[config.mk]
export PLATFORM = sky130hd
export DESIGN_NAME = ocp_supervisor
export DESIGN_NICKNAME = d
export VERILOG_FILES = /design/src/rtl/ocp_pkg.sv /design/src/rtl/ocp_sync.sv /design/src/rtl/ocp_cur_guard.sv /design/src/rtl/ocp_merge.sv /design/src/rtl/ocp_supervisor.sv
export SDC_FILE = /design/constraint.sdc
export NUM_CORES = 1
export LEC_CHECK = 0
export BUFFER_PORTS_ARGS = -buffer_cell sky130_fd_sc_hd__buf_2
export CAP_MARGIN = 0
export CORE_MARGIN = 8
export CORE_UTILIZATION = 30
export DETAILED_ROUTE_END_ITERATION = 10
export PLACE_DENSITY_LB_ADDON = 0.15
export SKIP_LAST_GASP = 1
export SLEW_MARGIN = 20
export SYNTH_ARGS = -nofsm -noshare
export SYNTH_HDL_FRONTEND = slang
export SYNTH_SLANG_ARGS = --single-unit
export TNS_END_PERCENT = 30
[constraint.sdc]
create_clock -name clk -period 1.6 [get_ports clk]
set_input_delay 0.32 -clock clk [delete_from_list [all_inputs] [get_ports clk]]
set_output_delay 0.32 -clock clk [all_outputs]
set_load 0.01 [all_outputs]
[src/rtl/ocp_pkg.sv]
package ocp_pkg;
   typedef enum logic [1:0] {
      GRD_IDLE  = 2'd0,
      GRD_HOLD  = 2'd1,
      GRD_DRAIN = 2'd2
   } guard_state_t;

   function automatic int cnt_bits(input int limit);
      return (limit < 1) ? 1 : $clog2(limit + 1);
   endfunction
endpackage

[src/rtl/ocp_sync.sv]
module ocp_sync #(
   parameter int              W       = 1,
   parameter int              STAGES  = 2,
   parameter logic [W-1:0]    RST_VAL = '0
) (
   input  logic         clk,
   input  logic         rst_n,
   input  logic [W-1:0] d,
   output logic [W-1:0] q
);
   if (STAGES < 2) begin : g_bad_stages
      $error("ocp_sync: STAGES must be at least 2");
   end

   logic [W-1:0] chain [STAGES];

   for (genvar s = 0; s < STAGES; s++) begin : g_stage
      always_ff @(posedge clk or negedge rst_n) begin
         if (!rst_n)      chain[s] <= RST_VAL;
         else if (s == 0) chain[s] <= d;
         else             chain[s] <= chain[(s == 0) ? 0 : s-1];
      end
   end

   assign q = chain[STAGES-1];
endmodule

[src/rtl/ocp_cur_guard.sv]
module ocp_cur_guard
   import ocp_pkg::*;
#(
   parameter int QUAL_CYC = 50,
   parameter int HOLD_CYC = 100
) (
   input  logic clk,
   input  logic rst_n,
   input  logic oc_s,
   input  logic xc_s,
   output logic fault_q
);
   localparam int QW = cnt_bits(QUAL_CYC);
   localparam int HW = cnt_bits(HOLD_CYC);

   if (QUAL_CYC < 1) begin : g_bad_qual
      $error("ocp_cur_guard: QUAL_CYC must be at least 1");
   end
   if (HOLD_CYC < 1) begin : g_bad_hold
      $error("ocp_cur_guard: HOLD_CYC must be at least 1");
   end

   logic [QW-1:0] qual_cnt;
   logic [HW-1:0] hold_cnt;
   guard_state_t  state;
   logic          qual_done;
   logic          trip;
   logic          quiet;

   assign qual_done = (qual_cnt == QW'(QUAL_CYC));
   assign trip      = xc_s | (oc_s & qual_done);
   assign quiet     = ~oc_s & ~xc_s;

   always_ff @(posedge clk or negedge rst_n) begin
      if (!rst_n)          qual_cnt <= '0;
      else if (!oc_s)      qual_cnt <= '0;
      else if (!qual_done) qual_cnt <= qual_cnt + 1'b1;
   end

   always_ff @(posedge clk or negedge rst_n) begin
      if (!rst_n) begin
         state    <= GRD_IDLE;
         hold_cnt <= '0;
      end else begin
         unique case (state)
            GRD_IDLE: begin
               if (trip) begin
                  state    <= GRD_HOLD;
                  hold_cnt <= HW'(HOLD_CYC);
               end
            end
            GRD_HOLD: begin
               if (hold_cnt != '0) hold_cnt <= hold_cnt - 1'b1;
               else if (quiet)     state    <= GRD_IDLE;
               else                state    <= GRD_DRAIN;
            end
            GRD_DRAIN: begin
               if (quiet) state <= GRD_IDLE;
            end
            default: state <= GRD_IDLE;
         endcase
      end
   end

   assign fault_q = (state != GRD_IDLE);
endmodule

[src/rtl/ocp_merge.sv]
module ocp_merge #(
   parameter int NCH = 2
) (
   input  logic [NCH-1:0] fault_q,
   input  logic [NCH-1:0] xc_s,
   input  logic           supply_bad,
   input  logic           line_ok,
   output logic [NCH-1:0] kill,
   output logic           pull_low
);
   for (genvar c = 0; c < NCH; c++) begin : g_kill
      assign kill[c] = fault_q[c] | xc_s[c] | supply_bad | ~line_ok;
   end

   assign pull_low = (|fault_q) | (|xc_s) | supply_bad;
endmodule

[src/rtl/ocp_supervisor.sv]
module ocp_supervisor #(
   parameter int NCH         = 2,
   parameter int QUAL_CYC    = 50,
   parameter int HOLD_CYC    = 100,
   parameter int SYNC_STAGES = 2
) (
   input  logic           clk,
   input  logic           rst_n,
   input  logic [NCH-1:0] oc_raw,
   input  logic [NCH-1:0] xc_raw,
   input  logic           uv_raw,
   input  logic           bias_low_raw,
   input  logic           line_in,
   output logic [NCH-1:0] kill,
   output logic           pull_low
);
   if (NCH < 1) begin : g_bad_nch
      $error("ocp_supervisor: NCH must be at least 1");
   end

   localparam int CW = 2 * NCH;

   logic [CW-1:0]  cur_s;
   logic [NCH-1:0] oc_s;
   logic [NCH-1:0] xc_s;
   logic [1:0]     sup_s;
   logic           supply_bad;
   logic           line_ok;
   logic [NCH-1:0] fault_q;

   ocp_sync #(.W(CW), .STAGES(SYNC_STAGES), .RST_VAL('0)) u_cur_sync (
      .clk(clk), .rst_n(rst_n), .d({xc_raw, oc_raw}), .q(cur_s));

   ocp_sync #(.W(2), .STAGES(SYNC_STAGES), .RST_VAL(2'b11)) u_sup_sync (
      .clk(clk), .rst_n(rst_n), .d({bias_low_raw, uv_raw}), .q(sup_s));

   ocp_sync #(.W(1), .STAGES(SYNC_STAGES), .RST_VAL(1'b1)) u_line_sync (
      .clk(clk), .rst_n(rst_n), .d(line_in), .q(line_ok));

   assign oc_s       = cur_s[NCH-1:0];
   assign xc_s       = cur_s[CW-1:NCH];
   assign supply_bad = |sup_s;

   for (genvar c = 0; c < NCH; c++) begin : g_chan
      ocp_cur_guard #(.QUAL_CYC(QUAL_CYC), .HOLD_CYC(HOLD_CYC)) u_guard (
         .clk(clk), .rst_n(rst_n), .oc_s(oc_s[c]), .xc_s(xc_s[c]),
         .fault_q(fault_q[c]));
   end

   ocp_merge #(.NCH(NCH)) u_merge (
      .fault_q(fault_q), .xc_s(xc_s), .supply_bad(supply_bad),
      .line_ok(line_ok), .kill(kill), .pull_low(pull_low));
endmodule

==> out/results.tsv <==
stage	metric	value	unit
critical_path	arrival time worst endpoint	1700	ps
hold_path	hold endpoint	u_sup_sync.chain[3]	
clocking	root buf cell	clkbuf_8	
critical_path	crit-path max cell delay	500	ps
global_routing	largest net degree at the start of global routing	45	
run_status	status	complete, but fails checks	
timing	fin crit share	126	%
final_layout	Final nets	256	
die	die height	98.1	microns
timing	hold_ws	122	ps
die	Rows	30	
critical_path	nature of the critical path startpoint	register	
yosys	register bit count reported by yosys	44	
yosys	dominant cell type by area after synthesis	dfrtp_1	
routing	DR vias/cell	4.68	
critical_path	R2R setup slack	-100	ps
yosys	Top FF cell, synth	dfrtp_1	
pwr	LEAKAGE	0.00124	uW
final_layout	Filler Cells Inserted	634	
clocking	clk slew on worst S/H paths	80	ps
clocking	maximum clock path buffer count	2	
yosys	most frequent cells after synthesis	dfrtp_1 (38), nor2_1 (13), xnor2_1 (10), nor3_1 (9)	
critical_path	Crit Reg-Reg Startpoint	g_chan[1].u_guard.hold_cnt[0]	
global_routing	first-pass GRT wire length	7.02	mm
yosys	Post-synth EDFFs	0	
timing	final setup TNS	-994	ps
global_routing	grt ovf	0	
timing	Clock Skew	4.33	ps
critical_path	kind of critical path	reg -> out	
routing	final WL	4.20	mm
yosys	sequential area share after synthesis	54.8	%
critical_path	Worst EP required	1280	ps
run_status	failing checks	setup timing	
die	Die Area	9630	sq um
hold_path	Worst Hold Class	in -> reg	
timing	Worst Tran Pin Value	391	ps
place	PortBufs	11	
timing	final hold violation count	0	
global_routing	initial antenna violation count	0	
pwr	pwr/cell area	1410	nW/um^2
routing	routed via count	1498	
final_layout	fin area	2760	sq um
place	hpwl dp	2.76	mm
routing	first drt pass iteration count	4	
yosys	Yosys warning count	0	
global_routing	GRT Total Usage	9.08	%
critical_path	CP max FO	2	
timing	Slew Viols, Final	0	
die	Starting Density	30.5	%
die	die width	98.1	microns
critical_path	Reg2Reg Depth	5	
final_layout	Final Core Density	41.6	%
critical_path	critical path's slowest cell	or4b_4	
yosys	most frequent cell after synthesis	dfrtp_1	
critical_path	CP bufs+invs	1	
final_layout	Area Overhead vs Synth	36.4	%
clocking	CTS tree	built	
clocking	Inserted Clock Buffers	5	
yosys	fraction of registers with async set/reset	100	%
routing	Wirelength per Cell	13.1	microns
place	dpl cell area	2440	sq um
yosys	Synth area leaders	dfrtp_1 (47%), dfstp_2 (7.8%), ha_1 (4.9%), xnor2_1 (4.3%), nor2_1 (2.4%)	
timing	Slew headroom	73.8	%
pwr	overall power	3890	uW
global_routing	vias in the first global route	1481	
routing	DRT antenna net count	0	
pwr	Worst IR Drop VDD	0.000563	V
timing	fin worst setup slack	-422	ps
timing	Tmin final	2020	ps
yosys	Yosys top cell area share	47.0	%
critical_path	worst-path cell chain	or3_4 -> or4b_4 -> buf_6	
die	Ports	12	
timing	f_max	495	MHz
hold_path	Hold Path Depth	1	
yosys	Synth Net Count	196	
routing	DR iter-0 viols	50	
yosys	Avg Cell Area, Syn	11.3	sq um
die	core area	6640	sq um
place	Final Wtd Congestion	0.757	
final_layout	number of diodes	0	
timing	RSZ-0062 raised after global routing	yes	
critical_path	RR Endpoint	g_chan[1].u_guard.hold_cnt[3]	
yosys	instance count of the mapped netlist	179	
critical_path	CP top delay family	simple AND/OR/NAND/NOR gates	
final_layout	share of layout cells above drive strength 1	35.4	%
clocking	H-Tree Depth	2	
clocking	clk sinks	44	
yosys	Syn Std Cell Area	2020	sq um
timing	final setup vio count	9	
clocking	worst skew pair latency	290	ps
job	Max Cap Violations	0	
routing	number of remaining DRC errors	0	
yosys	post-synthesis cell type count	43	
hold_path	Worst Min Path Start	bias_low_raw	
critical_path	CP Capture Type	primary output	
==> worst register-to-register path, cell delays in order, from the launching register on <==
cell     delay [ps]
dfrtp_1         390
buf_4           140
buf_4           130
or4_4           420
or4_4           430
a21oi_2         130
==> logic make-up after synthesis <==
| logic type | after synthesis | share of synthesized area [%] |
|---|---|---|
| compound gates | 26 | 8.71 |
| xor+xnor | 12 | 5.19 |
| fa+ha+maj | 8 | 4.94 |
| buf+inv | 8 | 1.67 |
| flops | 44 | 54.8 |
| mux | 3 | 1.48 |
| simple gates | 78 | 23.2 |
==> repair_timing <==
item / in CTS / in global routing
gates cloned: 1 / 0
hold buffers: 1 / 0
buffers inserted: 4 / 4
endpoints found under the hold margin: 21 / 0
resized for setup: 5 / 20
pin swaps: 5 / 7
endpoints found under the setup margin: 12 / 15
==> where the power goes <==
part           leakage, uW  internal [uW]  switching, uW
registers         0.000528           1350            172
clock network    0.0000654            624            380
logic             0.000646            767            604
==> placed cells by master (no fill, tap or decap), types with 2 or more instances in the layout <==
cell type	netlist	final
nor2_1	13	10
bufinv_16	0	2
inv_2	0	2
dfstp_2	6	6
xor2_1	2	2
mux2i_1	3	3
a21oi_1	5	4
nor2_4	0	2
o211a_1	2	2
nor2b_1	7	7
nor3_1	9	8
o22ai_1	2	2
buf_6	0	3
dfrtp_1	38	38
o211ai_1	2	2
or3_1	5	4
buf_4	1	38
and2_1	6	6
nand2b_1	3	3
xnor2_1	10	10
nand2_1	8	8
nor3b_1	2	2
ha_1	8	6
o21a_1	2	2
or4_4	1	3
nand3_1	7	7
and3_1	3	3
ha_4	0	2
o21ai_1	1	2
buf_2	0	10
inv_1	7	5
clkbuf_8	0	5
or3b_1	3	3
a311oi_4	0	2
o21ai_0	6	4
==> through the flow <==
| step | setup WS (ps) | instances |
|---|---|---|
| after global placement | -204 | 303 |
| after CTS | -442 | 316 |
| after floorplan | -62.4 | 179 |
| final | -422 | 320 |
| after detailed placement | -230 | 303 |
| after global routing | -474 | 320 |
==> layout make-up <==
type	instances	area, sq um	share of cell area [%]
Sequential cell	44	1110	40.1
Multi-Input combinational cell	128	995	36.0
Timing Repair Buffer	53	399	14.5
Tap cell	80	100	3.62
Clock buffer	6	72.6	2.63
Clock inverter	2	60.1	2.17
Inverter	7	26.3	0.952
==> how the worst max path moves through the flow <==
stage	from	to	depth (start not counted)	slack (ps)
floorplan	g_chan[1].u_guard.hold_cnt[5]	g_chan[1].u_guard.hold_cnt[6]	4	-60
global placement	g_chan[1].u_guard.qual_cnt[4]	g_chan[1].u_guard.hold_cnt[2]	4	-200
detailed placement	g_chan[1].u_guard.qual_cnt[5]	g_chan[1].u_guard.hold_cnt[5]	4	-230
CTS	g_chan[0].u_guard.state[0]	kill[0]	3	-440
global route	g_chan[0].u_guard.state[0]	kill[0]	3	-470
finish	g_chan[0].u_guard.state[0]	kill[0]	3	-420
==> metal layers <==
metal | track usage [%] | part of all wire [%]
met1 | 11.9 | 50
met2 | 13.3 | 45
met3 | 2.99 | 3.7
met4 | 3.90 | 1.2
met5 | 0 | 0
==> flip-flops by register name (all words and copies together), names as in the netlist <==
name                     flops
g_chan.u_guard.hold_cnt     14
g_chan.u_guard.qual_cnt     12
g_chan.u_guard.state         4
u_cur_sync.chain             4
u_cur_sync.q                 4
u_sup_sync.chain             2
u_sup_sync.q                 2
u_line_sync.chain            1
u_line_sync.q                1
No activity file was read; power rests on OpenSTA's default activity.
